## src/rtl/owd_pkg.sv

```systemverilog
`timescale 1ns/1ps
package owd_pkg;
    localparam int HR_W   = 5;
    localparam int MS_W   = 6;
    localparam int HR_TOP = 23;
    localparam int MS_TOP = 59;

    typedef struct packed {
        logic [HR_W-1:0] hr;
        logic [MS_W-1:0] mn;
        logic [MS_W-1:0] sc;
    } tod_t;

    typedef enum logic [2:0] {
        ADR_ALM_HR = 3'd2,
        ADR_ALM_MN = 3'd3,
        ADR_ALM_SC = 3'd4,
        ADR_WCH_HR = 3'd5,
        ADR_WCH_MN = 3'd6,
        ADR_WCH_SC = 3'd7
    } fld_adr_t;

    typedef enum logic [1:0] {
        ALM_OFF   = 2'd0,
        ALM_ARMED = 2'd1,
        ALM_FIRE  = 2'd2
    } alm_state_t;
endpackage

```

## src/rtl/owd_prescaler.sv

```systemverilog
`timescale 1ns/1ps
module owd_prescaler #(
    parameter int TICKS_PER_SEC = 32768
) (
    input  logic clk,
    input  logic rst_n,
    input  logic base_tick,
    input  logic clr,
    output logic sec_step
);
    localparam int PW = (TICKS_PER_SEC > 1) ? $clog2(TICKS_PER_SEC) : 1;
    localparam logic [PW-1:0] LAST = PW'(TICKS_PER_SEC - 1);

    logic [PW-1:0] cnt;

    assign sec_step = base_tick && (cnt == LAST);

    always_ff @(posedge clk or negedge rst_n) begin
        if (!rst_n)
            cnt <= '0;
        else if (clr)
            cnt <= '0;
        else if (base_tick)
            cnt <= sec_step ? '0 : cnt + PW'(1);
    end

    AST_PRESC_CLEARED: assert property (@(posedge clk) disable iff (!rst_n)
        $past(clr) |-> (cnt == '0));
endmodule

```

## src/rtl/owd_time_counter.sv

```systemverilog
`timescale 1ns/1ps
module owd_time_counter
    import owd_pkg::*;
(
    input  logic       clk,
    input  logic       rst_n,
    input  logic       step,
    input  logic       wr_hr,
    input  logic       wr_mn,
    input  logic       wr_sc,
    input  logic [7:0] wr_data,
    output tod_t       tod,
    output logic       advanced
);
    localparam logic [HR_W-1:0] HR_LIM = HR_W'(HR_TOP);
    localparam logic [MS_W-1:0] MS_LIM = MS_W'(MS_TOP);

    logic       any_wr;
    logic [HR_W-1:0] hr_masked;
    tod_t       nxt;

    assign any_wr    = wr_hr || wr_mn || wr_sc;
    assign advanced  = step && !any_wr;
    assign hr_masked = wr_data[HR_W-1:0];

    always_comb begin
        nxt = tod;
        if (any_wr) begin
            if (wr_hr) nxt.hr = (hr_masked > HR_LIM) ? HR_LIM : hr_masked;
            if (wr_mn) nxt.mn = wr_data[MS_W-1:0];
            if (wr_sc) nxt.sc = wr_data[MS_W-1:0];
        end else if (step) begin
            if (tod.sc >= MS_LIM) begin
                nxt.sc = '0;
                if (tod.mn >= MS_LIM) begin
                    nxt.mn = '0;
                    nxt.hr = (tod.hr >= HR_LIM) ? '0 : tod.hr + HR_W'(1);
                end else begin
                    nxt.mn = tod.mn + MS_W'(1);
                end
            end else begin
                nxt.sc = tod.sc + MS_W'(1);
            end
        end
    end

    always_ff @(posedge clk or negedge rst_n) begin
        if (!rst_n) tod <= '0;
        else        tod <= nxt;
    end

    AST_SEC_STEP: assert property (@(posedge clk) disable iff (!rst_n)
        ($past(advanced) && $past(tod.sc) < MS_LIM) |-> (tod.sc == $past(tod.sc) + MS_W'(1)));
    AST_HOUR_LIMIT: assert property (@(posedge clk) disable iff (!rst_n)
        tod.hr <= HR_LIM);
    AST_HOLD_ON_WRITE: assert property (@(posedge clk) disable iff (!rst_n)
        ($past(wr_hr) && !$past(wr_mn) && !$past(wr_sc)) |-> (tod.sc == $past(tod.sc)));
endmodule

```

## src/rtl/owd_alarm_reg.sv

```systemverilog
`timescale 1ns/1ps
module owd_alarm_reg
    import owd_pkg::*;
(
    input  logic       clk,
    input  logic       rst_n,
    input  logic       wr_hr,
    input  logic       wr_mn,
    input  logic       wr_sc,
    input  logic [7:0] wr_data,
    output tod_t       alm,
    output logic       fields_ok
);
    assign fields_ok = (alm.hr <= HR_W'(HR_TOP)) &&
                       (alm.mn <= MS_W'(MS_TOP)) &&
                       (alm.sc <= MS_W'(MS_TOP));

    always_ff @(posedge clk or negedge rst_n) begin
        if (!rst_n) begin
            alm <= '{hr: '1, mn: '1, sc: '1};
        end else begin
            if (wr_hr) alm.hr <= wr_data[HR_W-1:0];
            if (wr_mn) alm.mn <= wr_data[MS_W-1:0];
            if (wr_sc) alm.sc <= wr_data[MS_W-1:0];
        end
    end

    AST_ALM_HR_RAW: assert property (@(posedge clk) disable iff (!rst_n)
        $past(wr_hr) |-> (alm.hr == $past(wr_data[HR_W-1:0])));
endmodule

```

## src/rtl/owd_watch.sv

```systemverilog
`timescale 1ns/1ps
module owd_watch
    import owd_pkg::*;
#(
    parameter int TICKS_PER_SEC = 32768
) (
    input  logic       clk,
    input  logic       rst_n,
    input  logic       base_tick,
    input  logic       wr_en,
    input  logic [2:0] wr_addr,
    input  logic [7:0] wr_data,
    output logic [4:0] watch_hr,
    output logic [5:0] watch_min,
    output logic [5:0] watch_sec,
    output logic [4:0] alarm_hr,
    output logic [5:0] alarm_min,
    output logic [5:0] alarm_sec,
    output logic       alarm_armed,
    output logic       alarm_evt
);
    logic w_ahr, w_amn, w_asc, w_whr, w_wmn, w_wsc;
    logic sec_step, advanced, fields_ok, chk_q, hit;
    tod_t tod, alm;
    alm_state_t state, state_nxt;

    assign w_ahr = wr_en && (wr_addr == ADR_ALM_HR);
    assign w_amn = wr_en && (wr_addr == ADR_ALM_MN);
    assign w_asc = wr_en && (wr_addr == ADR_ALM_SC);
    assign w_whr = wr_en && (wr_addr == ADR_WCH_HR);
    assign w_wmn = wr_en && (wr_addr == ADR_WCH_MN);
    assign w_wsc = wr_en && (wr_addr == ADR_WCH_SC);

    owd_prescaler #(.TICKS_PER_SEC(TICKS_PER_SEC)) u_presc (
        .clk(clk), .rst_n(rst_n), .base_tick(base_tick),
        .clr(w_wsc), .sec_step(sec_step)
    );

    owd_time_counter u_count (
        .clk(clk), .rst_n(rst_n), .step(sec_step),
        .wr_hr(w_whr), .wr_mn(w_wmn), .wr_sc(w_wsc), .wr_data(wr_data),
        .tod(tod), .advanced(advanced)
    );

    owd_alarm_reg u_alarm (
        .clk(clk), .rst_n(rst_n),
        .wr_hr(w_ahr), .wr_mn(w_amn), .wr_sc(w_asc), .wr_data(wr_data),
        .alm(alm), .fields_ok(fields_ok)
    );

    always_ff @(posedge clk or negedge rst_n) begin
        if (!rst_n) chk_q <= 1'b0;
        else        chk_q <= advanced;
    end

    assign hit = chk_q && fields_ok && (tod == alm);

    always_comb begin
        state_nxt = state;
        unique case (state)
            ALM_OFF, ALM_ARMED, ALM_FIRE: begin
                if (hit)            state_nxt = ALM_FIRE;
                else if (fields_ok) state_nxt = ALM_ARMED;
                else                state_nxt = ALM_OFF;
            end
            default: state_nxt = ALM_OFF;
        endcase
    end

    always_ff @(posedge clk or negedge rst_n) begin
        if (!rst_n) state <= ALM_OFF;
        else        state <= state_nxt;
    end

    always_comb begin
        alarm_evt = 1'b0;
        unique case (state)
            ALM_FIRE:          alarm_evt = 1'b1;
            ALM_OFF, ALM_ARMED: alarm_evt = 1'b0;
            default:           alarm_evt = 1'b0;
        endcase
    end

    assign watch_hr    = tod.hr;
    assign watch_min   = tod.mn;
    assign watch_sec   = tod.sc;
    assign alarm_hr    = alm.hr;
    assign alarm_min   = alm.mn;
    assign alarm_sec   = alm.sc;
    assign alarm_armed = fields_ok;

    AST_EVT_SINGLE: assert property (@(posedge clk) disable iff (!rst_n)
        alarm_evt |=> !alarm_evt);
    AST_EVT_AFTER_STEP: assert property (@(posedge clk) disable iff (!rst_n)
        alarm_evt |-> $past(chk_q));
    AST_EVT_ARMED: assert property (@(posedge clk) disable iff (!rst_n)
        alarm_evt |-> $past(fields_ok));
endmodule

```

## config.mk

```make
export PLATFORM = sky130hd
export DESIGN_NAME = owd_watch
export DESIGN_NICKNAME = d
export VERILOG_FILES = /design/src/rtl/owd_pkg.sv /design/src/rtl/owd_prescaler.sv /design/src/rtl/owd_time_counter.sv /design/src/rtl/owd_alarm_reg.sv /design/src/rtl/owd_watch.sv
export SDC_FILE = /design/constraint.sdc
export NUM_CORES = 1
export LEC_CHECK = 0
export BUFFER_PORTS_ARGS = -buffer_cell sky130_fd_sc_hd__buf_2
export CAP_MARGIN = 10
export CORE_MARGIN = 2
export CORE_UTILIZATION = 25
export CTS_CLUSTER_DIAMETER = 60
export CTS_CLUSTER_SIZE = 30
export DETAILED_ROUTE_END_ITERATION = 12
export GPL_TIMING_DRIVEN = 1
export PLACE_DENSITY = 0.39
export SYNTH_ARGS = -nofsm -noshare
export SYNTH_HDL_FRONTEND = slang
export SYNTH_SLANG_ARGS = --single-unit
```

## constraint.sdc

```tcl
create_clock -name clk -period 2.3 [get_ports clk]
set_input_delay 0.23 -clock clk [delete_from_list [all_inputs] [get_ports clk]]
set_output_delay 0.23 -clock clk [all_outputs]
set_load 0.005 [all_outputs]
```

==> flow_metrics.py <==
metrics = {
    "timing": {
        "tightest_slew_ps": 649,
        "finalWorstSetupSlack_ps": 162,
        "max_slew_margin": 0.563,
        "finalCritPeriodShare": 0.930,
        "slew_violations": 0,
        "hold_viol_final": 0,
        "setup_viol": 0,
        "rsz0062_at_grt": "false",
        "period_needed_ps": 2140,
        "finalSetupTns_ps": 0,
        "clock_skew_ps": 11.0,
        "fmax_ghz": 0.468,
    },
    "detailed_routing": {
        "post_drt_wl_per_cell_microns": 17.6,
        "num_vias": 2537,
        "drtIter0Drc": 142,
        "drc": 0,
        "vias_per_cell": 4.98,
        "antenna_left": 0,
        "routed_wl_microns": 8970,
        "firstDrtPassIters": 4,
    },
    "clocking": {
        "clockBufferDepth": 2,
        "cts.sinks": 52,
        "cts_tree": "built",
        "holdBufCountCts": 1,
        "root_buffer": "clkbuf_16",
        "post-cts-setup-buffers": 0,
        "numCtsBuffers": 5,
        "cts.clk_slew.worst_paths_ps": 80,
        "cts_resized": 0,
        "h-tree-depth": 2,
        "clk_latency_ps": 300,
    },
    "grt": {
        "grt_start_max_net_pins": 32,
        "antenna_found_initial": 0,
        "track_usage": 0.143,
        "grt_pass1_wl_microns": 14200,
        "globalRouteOverflowTotal": 0,
        "grt_pass1_vias": 2494,
    },
    "power_and_ir_drop": {
        "switchingPower_mw": 1.13,
        "power.share.switching": 0.343,
        "power_frac_comb": 0.292,
        "seqPwrFrac": 0.438,
        "clockPowerShare": 0.270,
        "p_leak_nw": 1.56,
        "powerDensity_nw_per_um2": 907,
        "intPower_mw": 2.17,
        "irDropWorstVdd_mv": 0.312,
    },
    "worst_setup_path": {
        "end_kind": "register",
        "setup.worst_path.start_class": "register",
        "critPathKind": "reg -> reg",
        "required_ps": 2490,
        "r2r_cells": 5,
        "reg2reg_to": "u_count.tod[6]",
        "r2r_setup_slack_ps": 160,
        "cp_max_fo": 5,
        "cp_data_arrival_time_ps": 2330,
        "crit-reg2reg-launch": "u_count.tod[1]",
    },
    "min_path": {
        "min_path_type": "in -> reg",
        "whs_path_depth": 2,
        "hold_start": "wr_data[5]",
        "hold_end": "u_alarm.alm[5]",
    },
    "cells_and_area": {
        "register_area_sq_um": 1320,
        "drive_above_1_share": 0.301,
        "final_common_cell": "buf_2",
        "syn_to_final_growth_pct": 21.8,
        "fillers": 1217,
        "multi_input_area_sq_um": 1580,
        "final_nets": 384,
        "layout_common_cells": "buf_2, nand2_1, dfrtp_1, nor2_1, o21ai_0",
        "diodes": 0,
    },
    "logic_synthesis": {
        "async_flop_share": 1.00,
        "ys_seq_area_frac": 0.443,
        "synth_ff_type": "dfrtp_1",
        "avgSynthCellArea_sq_um": 9.67,
        "syn_area_sq_um": 2990,
        "synth-edff-count": 0,
        "yosysWarningCount": 0,
        "synth_nets": 328,
        "syn_inst": 309,
        "ys_types": 51,
        "ys_ff_latch": 52,
    },
    "die": {
        "dieArea_sq_um": 12800,
        "initial_core_util": 0.259,
        "die_y_microns": 113,
        "pin_count": 51,
        "core-area_sq_um": 11500,
        "die_w_microns": 113,
        "rows": 39,
    },
    "run": {
        "maxCapViolations": 0,
    },
    "placed_design": {
        "preCtsSetupSlack_ps": 223,
        "gp_routability_congestion": 0.783,
        "dp_hpwl_microns": 6760,
        "numPortBuffers": 48,
    },
    "run_status": {
        "outcome": "complete, no violations",
    },
}
synthesized netlist by cell type (all sizes together), types with 3 or more instances:
master,instances,area share
nand2,35,0.044
nor3,7,0.012
nand2b,3,0.0063
nand4,11,0.030
inv,6,0.0075
a21oi,12,0.020
o2111ai,5,0.015
nor2,26,0.033
mux2,16,0.060
a21boi,3,0.011
nor4,4,0.015
xnor2,16,0.047
a22oi,3,0.0075
o21ai,21,0.036
ha,4,0.017
clkbuf,9,0.012
nand3,15,0.025
a211oi,3,0.0075
xor2,15,0.044
o211ai,3,0.0092
dfstp,17,0.15
dfrtp,35,0.29
a31oi,6,0.013
buf,4,0.0084
or3,6,0.013
power groups by stage:
stage | Clock (mW) | Combinational [mW] | Sequential [mW]
3_3_place_gp | 0 | 0.974 | 1.47
4_1_cts | 0.917 | 0.976 | 1.45
5_1_grt | 0.954 | 1.09 | 1.49
2_1_floorplan | 0 | 0.591 | 1.40
6_report | 0.890 | 0.963 | 1.45
3_5_place_dp | 0 | 0.970 | 1.47
cell type report:
class	instances	area share
clock buffers	5	0.0344
multi-input cells	238	0.435
repair buffers	62	0.0991
inverters	6	0.00619
flip-flops and latches	52	0.364
clock inverters	3	0.0127
well taps	143	0.0492
worst max-delay path, cell delays in order, from the launching register on:
cell,delay (ps)
dfrtp_1,440
ha_1,260
o2111ai_1,170
a21boi_0,570
o21ai_0,300
a22o_1,300
state kept, by name (all words and copies together) (netlist names):
signal and cells:
chk_q 1, state 2, u_alarm.alm 17, u_count.tod 17
u_presc.cnt 15
stage by stage:
stage,power (mW),utilization,hold slack [ps],instances,instance area (sq um)
floorplan,1.99,-,-65.6,309,2990
global placement,2.44,0.300,270,500,3460
detailed placement,2.44,0.300,267,500,3460
CTS,3.35,0.316,231,509,3640
global route,3.53,0.316,235,509,3640
finish,3.30,0.316,238,509,3640
cells by family (layout without fill, tap and decap cells):
family | count (synthesis) | after routing | share of synthesized area
flip-flops | 52 | 52 | 0.443
AND/OR/NAND/NOR | 117 | 117 | 0.204
AO/OA/AOI/OAI | 70 | 70 | 0.158
adder cells (fa/ha/maj) | 4 | 4 | 0.0168
multiplexers | 16 | 16 | 0.0603
buffers and inverters | 19 | 76 | 0.0276
XOR/XNOR | 31 | 31 | 0.0909
per-layer routing:
layer / up-vias / GRT usage / part of all wire
met3: 8 / 0.0321 / 0.035
li1: 1243 / - / -
met2: 41 / 0.238 / 0.48
met5: - / 0 / 0
met4: 0 / 0.0374 / 0.016
met1: 1245 / 0.189 / 0.47
worst max-delay path by stage:
stage,start,cells after the start,endpoint,slack (ps)
2_1_floorplan,u_presc.cnt[0],7,u_count.tod[10],490
6_report,u_count.tod[1],5,u_count.tod[6],160
5_1_grt,u_count.tod[1],5,u_count.tod[6],30
4_1_cts,u_count.tod[1],5,u_count.tod[6],180
3_3_place_gp,u_count.tod[1],5,u_count.tod[6],140
3_5_place_dp,u_count.tod[1],5,u_count.tod[6],220
Note: power is estimated with default switching activity, not from simulation.
